===== src/rtl/lar_pkg.sv =====
package lar_pkg;

    localparam int unsigned B_VALID  = 7;
    localparam int unsigned B_ACTIVE = 5;
    localparam int unsigned B_SEIZED = 4;
    localparam int unsigned B_SEIZE  = 3;
    localparam int unsigned B_PEND   = 2;
    localparam int unsigned B_REQ    = 1;
    localparam int unsigned B_EST    = 0;

    typedef enum logic [1:0] {
        OP_NONE,
        OP_REQUEST,
        OP_SEIZE,
        OP_RELEASE
    } op_e;

    typedef struct packed {
        op_e  op;
        logic clr_seized;
    } cmd_t;

    typedef struct packed {
        logic owner;
        logic seized;
        logic asking;
        logic pending;
    } view_t;

    // One command per byte: release beats seize, seize beats request.
    function automatic cmd_t decode_cmd(input logic [7:0] d);
        cmd_t c;
        c.clr_seized = d[B_SEIZED];
        if (d[B_ACTIVE])      c.op = OP_RELEASE;
        else if (d[B_SEIZE])  c.op = OP_SEIZE;
        else if (d[B_REQ])    c.op = OP_REQUEST;
        else                  c.op = OP_NONE;
        return c;
    endfunction

    function automatic logic [7:0] pack_access(input view_t v);
        logic [7:0] b;
        b           = '0;
        b[B_VALID]  = 1'b1;
        b[B_EST]    = 1'b1;
        b[B_ACTIVE] = v.owner;
        b[B_SEIZED] = v.seized;
        b[B_REQ]    = v.asking;
        b[B_PEND]   = v.pending;
        return b;
    endfunction

endpackage


===== src/rtl/lar_ctrl.sv =====
module lar_ctrl
    import lar_pkg::*;
#(
    parameter int NUM_LOC = 5,
    parameter int LOC_W   = 3
) (
    input  logic               clk,
    input  logic               rst,
    input  logic               wr_en,
    input  logic [LOC_W-1:0]   wr_loc,
    input  cmd_t               cmd,
    output logic [NUM_LOC-1:0] req_q,
    output logic [NUM_LOC-1:0] seized_q,
    output logic               act_vld_q,
    output logic [LOC_W-1:0]   act_loc_q
);

    localparam logic [LOC_W:0] LIMIT = (LOC_W+1)'(NUM_LOC);

    logic [NUM_LOC-1:0] req_n;
    logic [NUM_LOC-1:0] seized_n;
    logic               act_vld_n;
    logic [LOC_W-1:0]   act_loc_n;
    logic [LOC_W-1:0]   pick;
    logic               loc_ok;
    logic               is_owner;

    assign loc_ok   = ({1'b0, wr_loc} < LIMIT);
    assign is_owner = act_vld_q && (act_loc_q == wr_loc);

    always_comb begin
        req_n     = req_q;
        seized_n  = seized_q;
        act_vld_n = act_vld_q;
        act_loc_n = act_loc_q;
        pick      = '0;
        if (wr_en && loc_ok) begin
            if (cmd.clr_seized) seized_n[wr_loc] = 1'b0;
            unique case (cmd.op)
                OP_RELEASE: begin
                    req_n[wr_loc] = 1'b0;
                    if (is_owner) begin
                        act_vld_n = 1'b0;
                        for (int i = 0; i < NUM_LOC; i++) begin
                            if (req_n[i]) pick = LOC_W'(i);
                        end
                        if (|req_n) begin
                            act_vld_n   = 1'b1;
                            act_loc_n   = pick;
                            req_n[pick] = 1'b0;
                        end
                    end
                end
                OP_SEIZE: begin
                    if (act_vld_q && (wr_loc > act_loc_q)) begin
                        seized_n[act_loc_q] = 1'b1;
                        act_loc_n           = wr_loc;
                        req_n[wr_loc]       = 1'b0;
                    end
                end
                OP_REQUEST: begin
                    if (!act_vld_q) begin
                        act_vld_n = 1'b1;
                        act_loc_n = wr_loc;
                    end else if (!is_owner) begin
                        req_n[wr_loc] = 1'b1;
                    end
                end
                default: ;
            endcase
        end
    end

    always_ff @(posedge clk) begin
        if (rst) begin
            req_q     <= '0;
            seized_q  <= '0;
            act_vld_q <= 1'b0;
            act_loc_q <= '0;
        end else begin
            req_q     <= req_n;
            seized_q  <= seized_n;
            act_vld_q <= act_vld_n;
            act_loc_q <= act_loc_n;
        end
    end

endmodule


===== src/rtl/lar_view.sv =====
module lar_view
    import lar_pkg::*;
#(
    parameter int NUM_LOC = 5,
    parameter int LOC_W   = 3,
    parameter int IDX     = 0
) (
    input  logic [NUM_LOC-1:0] req_q,
    input  logic [NUM_LOC-1:0] seized_q,
    input  logic               act_vld_q,
    input  logic [LOC_W-1:0]   act_loc_q,
    output logic [7:0]         access
);

    localparam logic [LOC_W-1:0]   ME     = LOC_W'(IDX);
    localparam logic [NUM_LOC-1:0] OTHERS = ~(NUM_LOC'(1) << IDX);

    view_t v;

    always_comb begin
        v.owner   = act_vld_q && (act_loc_q == ME);
        v.seized  = seized_q[IDX];
        v.asking  = req_q[IDX];
        v.pending = |(req_q & OTHERS);
        access    = pack_access(v);
    end

endmodule


===== src/rtl/locality_arbiter.sv =====
module locality_arbiter
    import lar_pkg::*;
#(
    parameter int NUM_LOC = 5,
    parameter int LOC_W   = 3
) (
    input  logic             clk,
    input  logic             rst,
    input  logic             wr_en,
    input  logic [LOC_W-1:0] loc_idx,
    input  logic [7:0]       wr_data,
    output logic [7:0]       rd_data,
    output logic             active_valid,
    output logic [LOC_W-1:0] active_loc
);

    localparam logic [LOC_W:0] LIMIT = (LOC_W+1)'(NUM_LOC);

    logic [NUM_LOC-1:0] req_q;
    logic [NUM_LOC-1:0] seized_q;
    logic               act_vld_q;
    logic [LOC_W-1:0]   act_loc_q;
    logic [7:0]         acc [NUM_LOC];
    cmd_t               cmd;

    assign cmd = decode_cmd(wr_data);

    lar_ctrl #(.NUM_LOC(NUM_LOC), .LOC_W(LOC_W)) u_ctrl (
        .clk       (clk),
        .rst       (rst),
        .wr_en     (wr_en),
        .wr_loc    (loc_idx),
        .cmd       (cmd),
        .req_q     (req_q),
        .seized_q  (seized_q),
        .act_vld_q (act_vld_q),
        .act_loc_q (act_loc_q)
    );

    for (genvar g = 0; g < NUM_LOC; g++) begin : g_view
        lar_view #(.NUM_LOC(NUM_LOC), .LOC_W(LOC_W), .IDX(g)) u_view (
            .req_q     (req_q),
            .seized_q  (seized_q),
            .act_vld_q (act_vld_q),
            .act_loc_q (act_loc_q),
            .access    (acc[g])
        );
    end

    always_comb begin
        if ({1'b0, loc_idx} < LIMIT) rd_data = acc[loc_idx];
        else                          rd_data = 8'hFF;
    end

    assign active_valid = act_vld_q;
    assign active_loc   = act_loc_q;

endmodule


===== config.mk =====
export PLATFORM = sky130hd
export DESIGN_NAME = locality_arbiter
export DESIGN_NICKNAME = d
export VERILOG_FILES = /design/src/rtl/lar_pkg.sv /design/src/rtl/lar_ctrl.sv /design/src/rtl/lar_view.sv /design/src/rtl/locality_arbiter.sv
export SDC_FILE = /design/constraint.sdc
export NUM_CORES = 1
export LEC_CHECK = 0
export BUFFER_PORTS_ARGS = -buffer_cell sky130_fd_sc_hd__buf_4
export CELL_PAD_IN_SITES_DETAIL_PLACEMENT = 1
export CELL_PAD_IN_SITES_GLOBAL_PLACEMENT = 1
export CORE_UTILIZATION = 40
export DETAILED_ROUTE_END_ITERATION = 10
export HOLD_SLACK_MARGIN = 0.02
export PLACE_DENSITY_LB_ADDON = 0.1
export SLEW_MARGIN = 30
export SYNTH_ARGS = -nofsm -noshare
export SYNTH_HDL_FRONTEND = slang
export SYNTH_SLANG_ARGS = --single-unit

===== constraint.sdc =====
create_clock -name clk -period 5.9 [get_ports clk]
set_clock_uncertainty 0.05 [all_clocks]
set_input_delay 0.295 -clock clk [delete_from_list [all_inputs] [get_ports clk]]
set_output_delay 0.295 -clock clk [all_outputs]
set_load 0.02 [all_outputs]

==> impl_metrics.prom, run 1 <==
# TYPE chip_impl_metric gauge
chip_impl_info{name="run_status",value="finished clean"} 1
chip_impl_metric{name="worstPathMaxFanout",unit=""} 9
chip_impl_info{name="tritoncts",value="yes"} 1
chip_impl_info{name="rsz0062_at_grt",value="false"} 1
chip_impl_info{name="timing.hold.worst.class",value="input pin to register"} 1
chip_impl_info{name="clock_tree.root_cell",value="sky130_fd_sc_hd__clkbuf_4"} 1
chip_impl_metric{name="drcViolationCount",unit=""} 0
chip_impl_metric{name="setup_viol_count_final",unit=""} 0
chip_impl_metric{name="achievable-frequency",unit="MHz"} 417
chip_impl_info{name="busiest_layer",value="met2"} 1
chip_impl_info{name="synthDominantAreaCellType",value="sky130_fd_sc_hd__dfxtp_1"} 1
chip_impl_info{name="capturing_element_of_the_worst_setup_path",value="u_ctrl.req_q[1]$_SDFFE_PP0P_"} 1
chip_impl_metric{name="arrival",unit="ns"} 2.57
chip_impl_metric{name="area_delta_synth_final",unit="%"} 12.6
chip_impl_metric{name="ant_nets",unit=""} 0
chip_impl_metric{name="die-width",unit="um"} 60.0
chip_impl_metric{name="tightestPinTransition",unit="ns"} 0.623
chip_impl_metric{name="worst-r2r-cell-count",unit=""} 7
chip_impl_metric{name="global_route_wire_length_before_repair",unit="um"} 6870
chip_impl_metric{name="core_region_area",unit="mm2"} 0.00313
chip_impl_metric{name="cts.sink_count",unit=""} 14
chip_impl_metric{name="fin_nets",unit=""} 214
chip_impl_info{name="crit_start",value="u_ctrl.act_loc_q[1]$_SDFFE_PP0P_"} 1
chip_impl_metric{name="port_buffers",unit=""} 19
chip_impl_metric{name="finalCritPeriodShare",unit="%"} 40.6
chip_impl_metric{name="placed_wire_length_estimate_after_detailed_placement",unit="um"} 2990
chip_impl_metric{name="synth_edf_count",unit=""} 0
chip_impl_metric{name="pwr_density_cell",unit="mW/mm2"} 174
chip_impl_info{name="worst_r2r_endpoint",value="u_ctrl.req_q[1]$_SDFFE_PP0P_"} 1
chip_impl_metric{name="groute.usage.overall",unit="%"} 25.5
chip_impl_info{name="synthMostInstantiatedCell",value="sky130_fd_sc_hd__a21oi_1"} 1
chip_impl_metric{name="post_route_wl",unit="um"} 4050
chip_impl_metric{name="post_synth_inst_count",unit=""} 181
chip_impl_metric{name="numCtsBuffers",unit=""} 3
chip_impl_info{name="end_kind",value="register"} 1
chip_impl_metric{name="chipHeight",unit="um"} 60.0
chip_impl_metric{name="vdd.ir_drop.worst",unit="mV"} 0.103
chip_impl_metric{name="postSynth.asyncResetShare",unit="%"} 0
chip_impl_metric{name="gr-usage-met1",unit="%"} 33.2
chip_impl_info{name="hold_path.startpoint",value="rst"} 1
chip_impl_metric{name="worstSetupPathDepth",unit=""} 7
chip_impl_info{name="ys.flop_type",value="sky130_fd_sc_hd__dfxtp_1"} 1
chip_impl_metric{name="cts_setup_buffers",unit=""} 0
chip_impl_metric{name="clk-insertion-delay-late",unit="ns"} 0.29
chip_impl_metric{name="synthDistinctLibCells",unit=""} 53
chip_impl_info{name="worstPathCellList",value="inv_1, ha_1, and3b_1, o211ai_1, a31oi_2, nand2b_1, a21oi_1"} 1
chip_impl_metric{name="placedInstanceArea",unit="mm2"} 0.00148
chip_impl_metric{name="layout_min_cycle_time",unit="ns"} 2.40
chip_impl_metric{name="floorplan.io_pins",unit=""} 26
chip_impl_metric{name="critical_path_required",unit="ns"} 6.07
chip_impl_metric{name="drt-initial-drc-count",unit=""} 79
chip_impl_metric{name="multiInputGateArea",unit="um2"} 947
chip_impl_metric{name="slew_violations",unit=""} 0
chip_impl_metric{name="yosys_warnings",unit=""} 0
chip_impl_metric{name="route.vias.total",unit=""} 1440
chip_impl_info{name="worst_path_max_delay_cell",value="sky130_fd_sc_hd__dfxtp_1"} 1
chip_impl_metric{name="initial_utilization",unit="%"} 43.0
chip_impl_metric{name="timing.reg2reg.setup_slack",unit="ns"} 3.50
chip_impl_metric{name="fp-row-count",unit=""} 20
chip_impl_metric{name="totalNegativeSetupSlack",unit="ns"} 0
chip_impl_metric{name="first_global_vias",unit=""} 1434
chip_impl_metric{name="synthesis.area_per_instance",unit="um2"} 7.43
chip_impl_metric{name="grtUsageMet2",unit="%"} 44.1
chip_impl_metric{name="relSlewSlack",unit="%"} 58.2
chip_impl_metric{name="max_stage_delay_on_crit_path",unit="ns"} 0.50
chip_impl_metric{name="routed_wire_per_std_cell",unit="um"} 17.1
chip_impl_metric{name="drt_first_pass_iters",unit=""} 4
chip_impl_info{name="crit_family",value="compound AO/OA/AOI/OAI gates"} 1
chip_impl_metric{name="finalInstanceArea",unit="mm2"} 0.00151
chip_impl_metric{name="htree_levels",unit=""} 1
chip_impl_metric{name="netlist_area",unit="mm2"} 0.00135
chip_impl_metric{name="hold_viol_final",unit=""} 0
chip_impl_metric{name="ctsResizeCount",unit=""} 0
chip_impl_metric{name="power.static_leakage",unit="nW"} 0.596
chip_impl_info{name="r2r_start",value="u_ctrl.act_loc_q[1]$_SDFFE_PP0P_"} 1
chip_impl_metric{name="vias_per_cell",unit=""} 6.10
chip_impl_metric{name="finalWorstSetupSlack",unit="ns"} 3.50
chip_impl_metric{name="place_congestion",unit=""} 0.830
chip_impl_metric{name="worst_path_clk_slew",unit="ns"} 0.10
chip_impl_metric{name="antenna_violations_before_repair",unit=""} 0
chip_impl_info{name="synth.cells.most_frequent",value="18 x sky130_fd_sc_hd__a21oi_1, 14 x sky130_fd_sc_hd__dfxtp_1, 14 x sky130_fd_sc_hd__inv_1"} 1
chip_impl_metric{name="cap_violations",unit=""} 0
chip_impl_metric{name="n_fill_cell",unit=""} 405
chip_impl_info{name="crit_type",value="register to register"} 1
chip_impl_metric{name="fraction_of_layout_instances_using_a_drive_strength_above_1",unit="%"} 16.7
chip_impl_metric{name="ant_cells",unit=""} 0
chip_impl_metric{name="grt.overflow.total",unit=""} 0
chip_impl_metric{name="gr-usage-met3",unit="%"} 2.81
chip_impl_info{name="startpoint_type_of_the_worst_setup_path",value="register"} 1
chip_impl_metric{name="post-synth-top-area-fraction",unit="%"} 20.8
chip_impl_metric{name="hold_buf_cts",unit=""} 0
chip_impl_metric{name="cts-root-to-sink-buffers",unit=""} 2
chip_impl_metric{name="postSynthRegisterBits",unit=""} 14
chip_impl_metric{name="post-place-ws",unit="ns"} 3.54
chip_impl_info{name="post_synth_main_area_contributors",value="sky130_fd_sc_hd__dfxtp_1 21%, sky130_fd_sc_hd__a21oi_1 6.7%, sky130_fd_sc_hd__ha_1 6.5%"} 1
chip_impl_metric{name="die_area",unit="mm2"} 0.00360
chip_impl_metric{name="seq_area",unit="um2"} 280
chip_impl_metric{name="synth_seq_area_share",unit="%"} 20.8
chip_impl_metric{name="grt_max_degree",unit=""} 23
chip_impl_metric{name="cp_num_buf_inv",unit=""} 1
[sequential cells by signal, indices dropped and copies added (netlist names)]
name	count
u_ctrl.req_q	5
u_ctrl.seized_q	5
u_ctrl.act_loc_q	3
u_ctrl.act_vld_q	1
[cells by family after synthesis]
| kind of cell | after synthesis | share of synthesized area [%] |
|---|---|---|
| adder cells (fa/ha/maj) | 7 | 6.51 |
| AND/OR/NAND/NOR | 59 | 25.1 |
| XOR/XNOR | 2 | 1.30 |
| flip-flops | 14 | 20.8 |
| buffers and inverters | 27 | 9.02 |
| other | 1 | 0.279 |
| multiplexers | 6 | 4.56 |
| AO/OA/AOI/OAI | 65 | 32.4 |
[layer usage]
layer	vias to the layer above	wire length (um)
met5	-	0
li1	693	-
met2	18	1990
met3	6	89
met1	723	1910
met4	0	56
[per-stage QoR]
stage	std cells	utilization (%)	hold WS, ns	total power [mW]
floorplan	182	-	0.348	0.166
finish	236	48.4	0.226	0.263
detailed placement	232	47.2	0.419	0.190
global route	236	48.4	0.229	0.279
CTS	236	48.4	0.230	0.263
global placement	232	47.2	0.415	0.187
[how the worst min path moves through the flow]
stage | to | slack [ns] | depth (start not counted)
CTS | u_ctrl.seized_q[2]$_SDFFE_PP0P_ | 0.23 | 2
finish | u_ctrl.seized_q[2]$_SDFFE_PP0P_ | 0.23 | 2
floorplan | u_ctrl.req_q[3]$_SDFFE_PP0P_ | 0.35 | 1
global placement | u_ctrl.seized_q[3]$_SDFFE_PP0P_ | 0.42 | 2
detailed placement | u_ctrl.seized_q[4]$_SDFFE_PP0P_ | 0.42 | 2
global route | u_ctrl.seized_q[4]$_SDFFE_PP0P_ | 0.23 | 2
[layout make-up]
class,instances,area share [%]
clock buffer,4,2.40
inverter,14,3.47
multi-input combinational,141,62.6
sequential,14,18.5
tap,44,3.64
timing repair buffer,19,9.42
[layout by cell type, fill, tap and decap left out, types with 3 or more instances in the layout]
cell	n
sky130_fd_sc_hd__nand2_1	7
sky130_fd_sc_hd__a31oi_1	6
sky130_fd_sc_hd__nand3_1	8
sky130_fd_sc_hd__a22oi_1	3
sky130_fd_sc_hd__ha_1	7
sky130_fd_sc_hd__inv_1	14
sky130_fd_sc_hd__nand3b_1	4
sky130_fd_sc_hd__nand2b_1	4
sky130_fd_sc_hd__a21oi_1	18
sky130_fd_sc_hd__o31ai_1	3
sky130_fd_sc_hd__o21ai_0	11
sky130_fd_sc_hd__a21o_1	3
sky130_fd_sc_hd__nor3b_1	3
sky130_fd_sc_hd__nor2b_1	3
sky130_fd_sc_hd__clkbuf_4	3
sky130_fd_sc_hd__mux2i_1	5
sky130_fd_sc_hd__dfxtp_1	14
sky130_fd_sc_hd__nor2_1	11
sky130_fd_sc_hd__buf_4	19
sky130_fd_sc_hd__nor3_1	5
[where the power goes]
part / total [mW] / switching [mW] / internal, mW
Combinational: 0.0866 / 0.0518 / 0.0347
Sequential: 0.103 / 0.00547 / 0.0971
Clock: 0.0741 / 0.0365 / 0.0376
Total: 0.263 / 0.0938 / 0.169
No activity file was read; power rests on OpenSTA's default activity.
==> inputs of run 2 (changes only) <==
==> constraint.sdc (replaced) <==
create_clock -name clk -period 2.5 [get_ports clk]
set_clock_uncertainty 0.05 [all_clocks]
set_input_delay 0.125 -clock clk [delete_from_list [all_inputs] [get_ports clk]]
set_output_delay 0.125 -clock clk [all_outputs]
set_load 0.02 [all_outputs]
==> impl_metrics.prom, run 2 (synthesis gave the netlist of run 1 again) <==
# TYPE chip_impl_metric gauge
chip_impl_info{name="run_status",value="finished clean"} 1
chip_impl_info{name="clock_tree.root_cell",value="sky130_fd_sc_hd__clkbuf_4"} 1
chip_impl_info{name="tritoncts",value="yes"} 1
chip_impl_info{name="r2r_start",value="u_ctrl.act_loc_q[1]$_SDFFE_PP0P_"} 1
chip_impl_metric{name="fp-row-count",unit=""} 20
chip_impl_metric{name="clockPowerShare",unit="%"} 27.9
chip_impl_metric{name="chipHeight",unit="um"} 60.0
chip_impl_info{name="rsz0062_at_grt",value="false"} 1
chip_impl_metric{name="fraction_of_layout_instances_using_a_drive_strength_above_1",unit="%"} 17.9
chip_impl_metric{name="drcViolationCount",unit=""} 0
chip_impl_metric{name="core_region_area",unit="mm2"} 0.00313
chip_impl_info{name="startpoint_type_of_the_worst_setup_path",value="register"} 1
chip_impl_metric{name="place_congestion",unit=""} 0.799
chip_impl_metric{name="placed_wire_length_estimate_after_detailed_placement",unit="um"} 2950
chip_impl_info{name="worst_r2r_endpoint",value="u_ctrl.act_loc_q[1]$_SDFFE_PP0P_"} 1
chip_impl_metric{name="die_area",unit="mm2"} 0.00360
chip_impl_metric{name="power.static_leakage",unit="nW"} 0.610
chip_impl_metric{name="first_global_vias",unit=""} 1307
chip_impl_metric{name="comb_power_share",unit="%"} 33.4
chip_impl_metric{name="routed_wire_per_std_cell",unit="um"} 16.4
chip_impl_metric{name="antenna_violations_before_repair",unit=""} 0
chip_impl_info{name="busiest_layer",value="met2"} 1
chip_impl_metric{name="clk-insertion-delay-late",unit="ns"} 0.29
chip_impl_metric{name="slew_violations",unit=""} 0
chip_impl_metric{name="ant_cells",unit=""} 0
chip_impl_metric{name="achievable-frequency",unit="MHz"} 434
chip_impl_metric{name="vias_per_cell",unit=""} 5.87
chip_impl_metric{name="setup_viol_count_final",unit=""} 0
chip_impl_info{name="end_kind",value="register"} 1
chip_impl_metric{name="vdd.ir_drop.worst",unit="mV"} 0.276
chip_impl_metric{name="final_core_util",unit="%"} 49.1
chip_impl_metric{name="tightestPinTransition",unit="ns"} 0.671
chip_impl_metric{name="hold_viol_final",unit=""} 0
chip_impl_info{name="crit_type",value="register to register"} 1
chip_impl_metric{name="finalCritPeriodShare",unit="%"} 92.1
chip_impl_metric{name="grt.overflow.total",unit=""} 0
chip_impl_metric{name="drt_first_pass_iters",unit=""} 4
chip_impl_metric{name="worst_path_clk_slew",unit="ns"} 0.09
chip_impl_metric{name="grtUsageMet2",unit="%"} 39.4
chip_impl_metric{name="swShare",unit="%"} 35.3
chip_impl_metric{name="worstPathMaxFanout",unit=""} 7
chip_impl_metric{name="gr-usage-met1",unit="%"} 31.8
chip_impl_metric{name="fin_nets",unit=""} 217
chip_impl_info{name="hold_path.startpoint",value="rst"} 1
chip_impl_metric{name="floorplan.io_pins",unit=""} 26
chip_impl_metric{name="totalNegativeSetupSlack",unit="ns"} 0
chip_impl_info{name="timing.hold.worst.class",value="input pin to register"} 1
chip_impl_metric{name="arrival",unit="ns"} 2.45
chip_impl_metric{name="drt-initial-drc-count",unit=""} 58
chip_impl_metric{name="global_route_wire_length_before_repair",unit="um"} 6420
chip_impl_metric{name="finalInstanceArea",unit="mm2"} 0.00154
chip_impl_metric{name="fin_hold_ws",unit="ns"} 0.0603
chip_impl_metric{name="timing.reg2reg.setup_slack",unit="ns"} 0.20
chip_impl_metric{name="placedInstanceArea",unit="mm2"} 0.00149
chip_impl_metric{name="ctsResizeCount",unit=""} 0
chip_impl_metric{name="route.vias.total",unit=""} 1404
chip_impl_metric{name="die-width",unit="um"} 60.0
chip_impl_metric{name="htree_levels",unit=""} 1
chip_impl_metric{name="p_seq_share",unit="%"} 38.7
chip_impl_metric{name="pwr_density_cell",unit="mW/mm2"} 404
chip_impl_info{name="largest_registers",value="u_ctrl.req_q: 5 flops, u_ctrl.seized_q: 5 flops, u_ctrl.act_loc_q: 3 flops"} 1
chip_impl_metric{name="cap_violations",unit=""} 0
chip_impl_metric{name="port_buffers",unit=""} 19
chip_impl_info{name="min_to",value="u_ctrl.seized_q[3]$_SDFFE_PP0P_"} 1
chip_impl_metric{name="internal_portion_of_total_power",unit="mW"} 0.402
chip_impl_metric{name="relSlewSlack",unit="%"} 55.2
chip_impl_metric{name="critical_path_required",unit="ns"} 2.65
chip_impl_metric{name="cts-root-to-sink-buffers",unit=""} 2
chip_impl_metric{name="power_switching",unit="mW"} 0.219
chip_impl_metric{name="layout_min_cycle_time",unit="ns"} 2.30
chip_impl_metric{name="groute.usage.overall",unit="%"} 24.3
chip_impl_metric{name="post_route_wl",unit="um"} 3930
chip_impl_metric{name="cts.sink_count",unit=""} 14
chip_impl_metric{name="grt_max_degree",unit=""} 23
chip_impl_metric{name="gr-usage-met3",unit="%"} 4.76
chip_impl_metric{name="initial_utilization",unit="%"} 43.0
chip_impl_info{name="most-common-layout-cells",value="22 x sky130_fd_sc_hd__buf_4, 18 x sky130_fd_sc_hd__a21oi_1, 14 x sky130_fd_sc_hd__inv_1, 14 x sky130_fd_sc_hd__dfxtp_1"} 1
chip_impl_info{name="final_common_cell",value="sky130_fd_sc_hd__buf_4"} 1
chip_impl_metric{name="timing.hold.worst_path_depth",unit=""} 2
chip_impl_metric{name="worst-r2r-cell-count",unit=""} 8
chip_impl_metric{name="numCtsBuffers",unit=""} 3
chip_impl_metric{name="ant_nets",unit=""} 0
chip_impl_metric{name="area_delta_synth_final",unit="%"} 14.2
[run 2: cell count changes in the layout (fill, tap and decap cells not counted)]
| cell | change |
|---|---|
| sky130_fd_sc_hd__buf_4 | +3 |
[run 2: power groups by stage]
stage	logic [mW]	clock network [mW]	registers (mW)
finish	0.207	0.173	0.240
global route	0.227	0.181	0.241
CTS	0.206	0.177	0.240
detailed placement	0.205	0	0.245
global placement	0.198	0	0.245
floorplan	0.145	0	0.246
[run 2: repair_timing]
item	CTS	global route
endpoints found under the hold margin	0	0
hold buffers	0	0
setup endpoints to repair	0	3
buffers inserted	0	2
[run 2: metrics by stage]
stage	instances	setup WS, ns	power [mW]
4_1_cts	237	0.153	0.623
5_1_grt	239	0.0861	0.648
3_3_place_gp	233	0.262	0.443
2_1_floorplan	182	0.386	0.391
3_5_place_dp	233	0.158	0.450
6_report	239	0.198	0.621
[run 2: worst max-delay path by stage]
stage	cells past startpoint	endpoint	from
floorplan	7	u_ctrl.act_loc_q[2]$_SDFFE_PP0P_	u_ctrl.act_loc_q[1]$_SDFFE_PP0P_
global placement	7	u_ctrl.act_loc_q[2]$_SDFFE_PP0P_	u_ctrl.act_loc_q[1]$_SDFFE_PP0P_
detailed placement	7	u_ctrl.req_q[3]$_SDFFE_PP0P_	u_ctrl.act_loc_q[1]$_SDFFE_PP0P_
CTS	7	u_ctrl.req_q[1]$_SDFFE_PP0P_	u_ctrl.act_loc_q[1]$_SDFFE_PP0P_
global route	7	u_ctrl.req_q[0]$_SDFFE_PP0P_	u_ctrl.act_loc_q[1]$_SDFFE_PP0P_
finish	8	u_ctrl.act_loc_q[1]$_SDFFE_PP0P_	u_ctrl.act_loc_q[1]$_SDFFE_PP0P_
[run 2: area by class of cell]
| type | instances | area (um2) |
|---|---|---|
| clock buffer | 4 | 36.3 |
| tap | 44 | 55.1 |
| timing repair buffer | 22 | 165 |
| multi-input combinational | 141 | 947 |
| sequential | 14 | 280 |
| inverter | 14 | 52.6 |
| fill | 411 | 1590 |
[run 2: worst max-delay path, cell delays in order (launching register included)]
cell	delay, ns
sky130_fd_sc_hd__dfxtp_1	0.47
sky130_fd_sc_hd__inv_1	0.10
sky130_fd_sc_hd__ha_1	0.33
sky130_fd_sc_hd__and3b_1	0.16
sky130_fd_sc_hd__o211ai_1	0.17
sky130_fd_sc_hd__buf_4	0.20
sky130_fd_sc_hd__a211oi_2	0.36
sky130_fd_sc_hd__a21oi_1	0.12
sky130_fd_sc_hd__a311oi_1	0.26
[run 2: layer usage]
metal	part of all wire, %	vias to the layer above
met1	46	663
met2	48	38
met4	1.3	0
li1	-	697
met3	3.8	6
met5	0	-
